[config.mk]
export PLATFORM = sky130hd
export DESIGN_NAME = gpio_lock_regs
export DESIGN_NICKNAME = d
export VERILOG_FILES = /design/src/rtl/gpio_lock_pkg.sv /design/src/rtl/gpio_lock_decode.sv /design/src/rtl/gpio_lock_guard.sv /design/src/rtl/gpio_lock_bank.sv /design/src/rtl/gpio_lock_regs.sv
export SDC_FILE = /design/constraint.sdc
export NUM_CORES = 2
export LEC_CHECK = 0
export CELL_PAD_IN_SITES_DETAIL_PLACEMENT = 0
export CELL_PAD_IN_SITES_GLOBAL_PLACEMENT = 1
export CORE_ASPECT_RATIO = 0.75
export CORE_MARGIN = 3
export CORE_UTILIZATION = 41
export DETAILED_ROUTE_END_ITERATION = 10
export MAX_ROUTING_LAYER = met4
export PLACE_DENSITY = 0.83
export SETUP_SLACK_MARGIN = 0.5
export SLEW_MARGIN = 20
export SYNTH_ARGS = -nofsm -noshare
export SYNTH_HDL_FRONTEND = slang
export SYNTH_HIERARCHICAL = 1
export SYNTH_SLANG_ARGS = --single-unit
[constraint.sdc]
create_clock -name clk -period 5.17 [get_ports clk]
set_clock_uncertainty 0.15 [all_clocks]
set_input_delay 1.034 -clock clk [delete_from_list [all_inputs] [get_ports clk]]
set_output_delay 1.034 -clock clk [all_outputs]
set_load 0.005 [all_outputs]
[src/rtl/gpio_lock_pkg.sv]
package gpio_lock_pkg;
   localparam int unsigned PINS_PER_BANK = 32;
   localparam int unsigned MAX_BANKS     = 8;
   localparam int unsigned BUS_AW        = 12;
   localparam int unsigned BUS_DW        = 32;
   localparam logic [BUS_DW-1:0] UNLOCK_KEY = 32'h00A5_A501;

   typedef enum logic [2:0] {
      RG_NONE, RG_OUT, RG_IN, RG_SET, RG_CLR, RG_CTRL, RG_LOCK, RG_KEY
   } reg_kind_e;
endpackage

[src/rtl/gpio_lock_decode.sv]
module gpio_lock_decode
   import gpio_lock_pkg::*;
#(
   parameter int unsigned NUM_BANKS = 8
) (
   input  logic [BUS_AW-1:0] addr,
   output reg_kind_e         kind,
   output logic [2:0]        bank_idx,
   output logic [7:0]        pin_idx,
   output logic              bank_ok,
   output logic              pin_ok
);
   localparam int unsigned NPINS = NUM_BANKS * PINS_PER_BANK;

   logic [9:0] word;
   logic       unused_lsb;

   assign word       = addr[11:2];
   assign unused_lsb = ^addr[1:0];

   always_comb begin
      kind     = RG_NONE;
      bank_idx = addr[4:2];
      pin_idx  = word[7:0] - 8'd64;
      unique case (addr[11:5])
         7'h00: kind = RG_OUT;
         7'h01: kind = RG_IN;
         7'h02: kind = RG_SET;
         7'h03: kind = RG_CLR;
         7'h28: kind = RG_LOCK;
         7'h29: kind = (addr[4:2] == 3'd0) ? RG_KEY : RG_NONE;
         default: begin
            if (addr[11:8] >= 4'd1 && addr[11:8] <= 4'd4) kind = RG_CTRL;
         end
      endcase
   end

   assign bank_ok = ({29'd0, bank_idx} < 32'(NUM_BANKS));
   assign pin_ok  = ({24'd0, pin_idx} < 32'(NPINS));
endmodule

[src/rtl/gpio_lock_guard.sv]
module gpio_lock_guard (
   input  logic clk,
   input  logic rst_n,
   input  logic wr_en,
   input  logic key_hit,
   output logic armed
);
   always_ff @(posedge clk) begin
      if (!rst_n)     armed <= 1'b0;
      else if (wr_en) armed <= key_hit;
   end
endmodule

[src/rtl/gpio_lock_bank.sv]
module gpio_lock_bank #(
   parameter int unsigned W = 32
) (
   input  logic         clk,
   input  logic         rst_n,
   input  logic [W-1:0] wdata,
   input  logic         set_we,
   input  logic         clr_we,
   input  logic         lock_req,
   input  logic         arm_i,
   input  logic [W-1:0] ctrl_we,
   output logic [W-1:0] out_q,
   output logic [W-1:0] lock_q,
   output logic [W-1:0] dir_q
);
   logic [W-1:0] open_bits;
   assign open_bits = ~lock_q;

   always_ff @(posedge clk) begin
      if (!rst_n) begin
         out_q  <= '0;
         lock_q <= '1;
      end else begin
         if (lock_req && arm_i) lock_q <= wdata;
         if (set_we)      out_q <= out_q | (wdata & open_bits);
         else if (clr_we) out_q <= out_q & ~(wdata & open_bits);
      end
   end

   for (genvar i = 0; i < W; i++) begin : g_dir
      always_ff @(posedge clk) begin
         if (!rst_n)                           dir_q[i] <= 1'b1;
         else if (ctrl_we[i] && open_bits[i])  dir_q[i] <= wdata[0];
      end
   end


   set_effect_chk: assert property (@(posedge clk) disable iff (!rst_n)
      set_we |=> ((out_q & $past(wdata & ~lock_q)) == $past(wdata & ~lock_q)));

   clr_effect_chk: assert property (@(posedge clk) disable iff (!rst_n)
      clr_we |=> ((out_q & $past(wdata & ~lock_q)) == '0));

   locked_out_hold_chk: assert property (@(posedge clk) disable iff (!rst_n)
      1'b1 |=> (((out_q ^ $past(out_q)) & $past(lock_q)) == '0));

   locked_dir_hold_chk: assert property (@(posedge clk) disable iff (!rst_n)
      1'b1 |=> (((dir_q ^ $past(dir_q)) & $past(lock_q)) == '0));

   lock_needs_key_chk: assert property (@(posedge clk) disable iff (!rst_n)
      !$stable(lock_q) |-> $past(arm_i && lock_req));
endmodule

[src/rtl/gpio_lock_regs.sv]
module gpio_lock_regs
   import gpio_lock_pkg::*;
#(
   parameter  int unsigned NUM_BANKS = 8,
   localparam int unsigned NPINS     = NUM_BANKS * PINS_PER_BANK
) (
   input  logic              clk,
   input  logic              rst_n,
   input  logic              bus_wr_en,
   input  logic              bus_rd_en,
   input  logic [BUS_AW-1:0] bus_addr,
   input  logic [BUS_DW-1:0] bus_wdata,
   output logic [BUS_DW-1:0] bus_rdata,
   input  logic [NPINS-1:0]  pad_in,
   output logic [NPINS-1:0]  pad_out,
   output logic [NPINS-1:0]  pad_dir_in
);
   localparam int unsigned BANK_W = (NUM_BANKS > 1) ? $clog2(NUM_BANKS) : 1;
   localparam int unsigned PIN_W  = $clog2(NPINS);

   if (NUM_BANKS < 1 || NUM_BANKS > MAX_BANKS) begin : g_bad_banks
      $error("gpio_lock_regs: NUM_BANKS must lie in 1..8");
   end

   reg_kind_e  kind;
   logic [2:0] bank_idx;
   logic [7:0] pin_idx;
   logic       bank_ok, pin_ok;
   logic       key_hit, armed;

   gpio_lock_decode #(.NUM_BANKS(NUM_BANKS)) u_dec (
      .addr(bus_addr), .kind(kind), .bank_idx(bank_idx),
      .pin_idx(pin_idx), .bank_ok(bank_ok), .pin_ok(pin_ok)
   );

   assign key_hit = bus_wr_en && (kind == RG_KEY) && (bus_wdata == UNLOCK_KEY);

   gpio_lock_guard u_guard (
      .clk(clk), .rst_n(rst_n), .wr_en(bus_wr_en),
      .key_hit(key_hit), .armed(armed)
   );

   logic [PINS_PER_BANK-1:0] out_b  [NUM_BANKS];
   logic [PINS_PER_BANK-1:0] lock_b [NUM_BANKS];
   logic [PINS_PER_BANK-1:0] in_b   [NUM_BANKS];

   for (genvar b = 0; b < NUM_BANKS; b++) begin : g_bank
      logic                     hit_b;
      logic                     ctrl_hit;
      logic [PINS_PER_BANK-1:0] ctrl_we_b;

      assign hit_b     = bank_ok && (bank_idx == 3'(b));
      assign ctrl_hit  = bus_wr_en && (kind == RG_CTRL) && pin_ok && (pin_idx[7:5] == 3'(b));
      assign ctrl_we_b = ctrl_hit ? (PINS_PER_BANK'(1) << pin_idx[4:0]) : '0;
      assign in_b[b]   = pad_in[b*PINS_PER_BANK +: PINS_PER_BANK];

      gpio_lock_bank #(.W(PINS_PER_BANK)) u_bank (
         .clk     (clk),
         .rst_n   (rst_n),
         .wdata   (bus_wdata),
         .set_we  (bus_wr_en && (kind == RG_SET)  && hit_b),
         .clr_we  (bus_wr_en && (kind == RG_CLR)  && hit_b),
         .lock_req(bus_wr_en && (kind == RG_LOCK) && hit_b),
         .arm_i   (armed),
         .ctrl_we (ctrl_we_b),
         .out_q   (out_b[b]),
         .lock_q  (lock_b[b]),
         .dir_q   (pad_dir_in[b*PINS_PER_BANK +: PINS_PER_BANK])
      );

      assign pad_out[b*PINS_PER_BANK +: PINS_PER_BANK] = out_b[b];
   end

   logic [BANK_W-1:0] bsel;
   logic [PIN_W-1:0]  psel;
   logic [BUS_DW-1:0] rd_mux;

   assign bsel = bank_idx[BANK_W-1:0];
   assign psel = pin_idx[PIN_W-1:0];

   always_comb begin
      rd_mux = '0;
      unique case (kind)
         RG_OUT:  if (bank_ok) rd_mux = out_b[bsel];
         RG_IN:   if (bank_ok) rd_mux = in_b[bsel];
         RG_LOCK: if (bank_ok) rd_mux = lock_b[bsel];
         RG_CTRL: if (pin_ok)  rd_mux = {31'd0, pad_dir_in[psel]};
         default: rd_mux = '0;
      endcase
   end

   always_ff @(posedge clk) begin
      if (!rst_n)         bus_rdata <= '0;
      else if (bus_rd_en) bus_rdata <= rd_mux;
   end


   wo_reads_zero_chk: assert property (@(posedge clk) disable iff (!rst_n)
      (bus_rd_en && (kind == RG_SET || kind == RG_CLR || kind == RG_KEY)) |=> (bus_rdata == '0));

   range_read_zero_chk: assert property (@(posedge clk) disable iff (!rst_n)
      (bus_rd_en && (kind == RG_OUT || kind == RG_LOCK) && !bank_ok) |=> (bus_rdata == '0));
endmodule

==> out/metrics.yaml <==
die_w_um: 391
cts_tree: "done"
grt_max_degree: 258
min_path_cells: 2
antenna_found_initial: 12
clock_latency_ps: 690
critPathMaxFanout: 36
post-dp-hpwl_um: 148000
finalSetupViolations: 0
cts_hold_buf: 0
status: "complete, no violations"
die_h_um: 295
vias: 43700
postSynth.asyncResetShare: 0
worst-setup-path-type: "primary input to flop"
rsz0062_at_grt: "no"
finalSetupTns_ps: 0
portBuffers: 845
mostFrequentLayoutCells: "839 x clkdlybuf4s50_1, 800 x dfxtp_1, 526 x nor2b_1, 514 x nand3b_1, 298 x nor2_1"
worstMarginPinSlew_ps: 1160
syn-cell-area_mm2: 0.0456
finalHoldViolCount: 0
cp_top_family: "buffers and inverters"
min_period_ps: 4280
drc: 0
yosys_register_bits: 801
synth_cells: 4806
grt_pass1_vias: 40400
synth-edff-count: 0
synth_area_per_cell_um2: 9.48
grt.total_usage: 0.368
ys.warnings.count: 6
multi_input_area_mm2: 0.0264
ff_latch_area_mm2: 0.0160
ys_seq_area_frac: 0.352
r2r-end: "bus_rdata[0]"
postCtsResizedCells: 0
fillers: 9813
start_util: 0.415
r2r-start: "g_bank[2].u_bank/dir_q[28]"
die_area_mm2: 0.115
yosysUniqueCellTypes: 51
drt_iter0_markers: 5364
nets: 5756
placed_area_mm2: 0.0551
cp.arrival_ps: 4660
io_pins: 848
reg2regPathDepth: 6
wire_per_inst_um: 30.7
hold_end: "bus_rdata[13]"
worst_setup_path_start_kind: "primary input"
report.final.slew_viol_count: 0
max-cap-violations: 0
detail-route-antenna-nets: 0
numCtsBuffers: 87
max-slew-margin-rel: 0.227
max_stage_delay_ps: 530
overflow: 0
critPathCaptureType: "flop"
place_inst: 6804
final_common_cell: "clkdlybuf4s50_1"
power.density_mw_per_mm2: 240
crit_buf_inv: 6
synth-main-ff-cell: "dfxtp_1"
num_rows: 105
core_area_mm2: 0.110
reg2reg_slack_ps: 2530
timing.fmax_mhz: 234
cp_common_cell: "buf_4"
cts_buffer_depth: 3
clk_pin_slew_ps: 60
cp.required_ps: 5550
htreeDepth: 3
clkSinkCount: 801
fin_area_mm2: 0.0581
irDropWorstVdd_mv: 0.196
post-cts-setup-buffers: 0
cp_cell_sequence: "clkdlybuf4s50_1 -> inv_1 -> buf_4 -> ha_1 -> inv_1 -> a211o_2 -> o22ai_4 -> nand3_1 -> buf_4 -> nor2_4 -> buf_4 -> and3b_1 -> o21ai_0"
root_buffer: "clkbuf_16"
finalWirelength_um: 214000
viasPerCell: 6.27
leakage_nw: 21.6
drive_gt1_frac: 0.103
syn_to_final_growth_pct: 27.4
fin_crit_sh: 0.828
first_pass_iters: 5
post-route-util: 0.529
place.gp.congestion: 0.916
hp-class: "flop to flop"
fin_cells: 6977
slowest_stage: "clkdlybuf4s50_1"
grt_pass1_wl_um: 301000
hp-start: "bus_rdata[13]"
## power by group
part | internal (mW) | leakage, nW | total (mW) | switching, mW
sequential | 6.17 | 6.47 | 6.17 | 0.000604
combinational | 0.517 | 13.7 | 1.22 | 0.698
clock | 3.73 | 1.44 | 6.55 | 2.82
## synth_stat cells, types with 7 or more instances
cell,instances,share of area
a21boi_0,31,0.0051
a21oi_1,264,0.029
a22oi_1,22,0.0036
a31oi_1,7,0.00096
a32o_1,257,0.056
and2_4,8,0.0015
and3b_1,258,0.050
buf_1,34,0.0028
buf_2,151,0.017
buf_4,20,0.0033
buf_6,45,0.011
clkbuf_1,176,0.014
dfxtp_1,801,0.35
inv_1,265,0.022
mux2i_1,94,0.021
mux4_2,254,0.13
nand2_1,68,0.0056
nand2b_1,37,0.0051
nand3_1,13,0.0014
nand3b_1,514,0.085
nand4_1,7,0.00096
nor2_1,313,0.026
nor2b_1,528,0.072
nor4_1,7,0.00096
o211ai_1,274,0.045
o21ai_0,227,0.025
o21ai_1,64,0.0070
o22ai_1,26,0.0036
## kinds of logic after synthesis
group	synth area share
AO/OA/AOI/OAI	0.178
buffers and inverters	0.0702
flip-flops	0.352
AND/OR/NAND/NOR	0.252
other	0.0000823
adder cells (fa/ha/maj)	0.000824
multiplexers	0.147
## worst max-delay path by stage
stage	from	to	slack (ps)	cells past startpoint
final	bus_addr[8]	g_bank[3].u_bank/lock_q[24]	890	13
after global routing	bus_addr[8]	g_bank[7].u_bank/dir_q[20]	720	15
after CTS	bus_addr[8]	g_bank[3].u_bank/lock_q[24]	1020	13
after detailed placement	bus_addr[8]	g_bank[3].u_bank/lock_q[24]	300	13
after global placement	bus_addr[8]	g_bank[3].u_bank/lock_q[24]	390	13
after floorplan	bus_addr[8]	flop	1040	12
## stage by stage
stage	hold slack [ps]	power, mW	setup slack, ps
5_1_grt	357	14.2	717
6_report	333	13.9	890
3_5_place_dp	322	7.51	301
4_1_cts	332	14.0	1020
3_3_place_gp	317	7.50	395
2_1_floorplan	321	6.87	1040
## worst register-to-register path: stages, from the launching register on
cell and delay (ps):
dfxtp_1 450, mux4_2 500, a22oi_1 570, a211oi_1 240, o31ai_1 240, nand4_1 140
a32o_1 240
## per-layer routing
| metal | vias up | part of all wire | track usage |
|---|---|---|---|
| met2 | 2550 | 0.46 | 0.582 |
| met3 | 475 | 0.092 | 0.0760 |
| met1 | 21700 | 0.39 | 0.453 |
| met5 | - | 0 | - |
| li1 | 19000 | - | - |
| met4 | 0 | 0.053 | 0.167 |
## final cells by class
cell class / instances / area share
diodes: 16 / 0.000690
well taps: 1444 / 0.0311
multi-input cells: 3314 / 0.455
repair buffers: 979 / 0.169
clock inverters: 30 / 0.00633
flip-flops and latches: 801 / 0.276
inverters: 266 / 0.0172
clock buffers: 127 / 0.0437
Note: power is estimated with default switching activity, not from simulation.
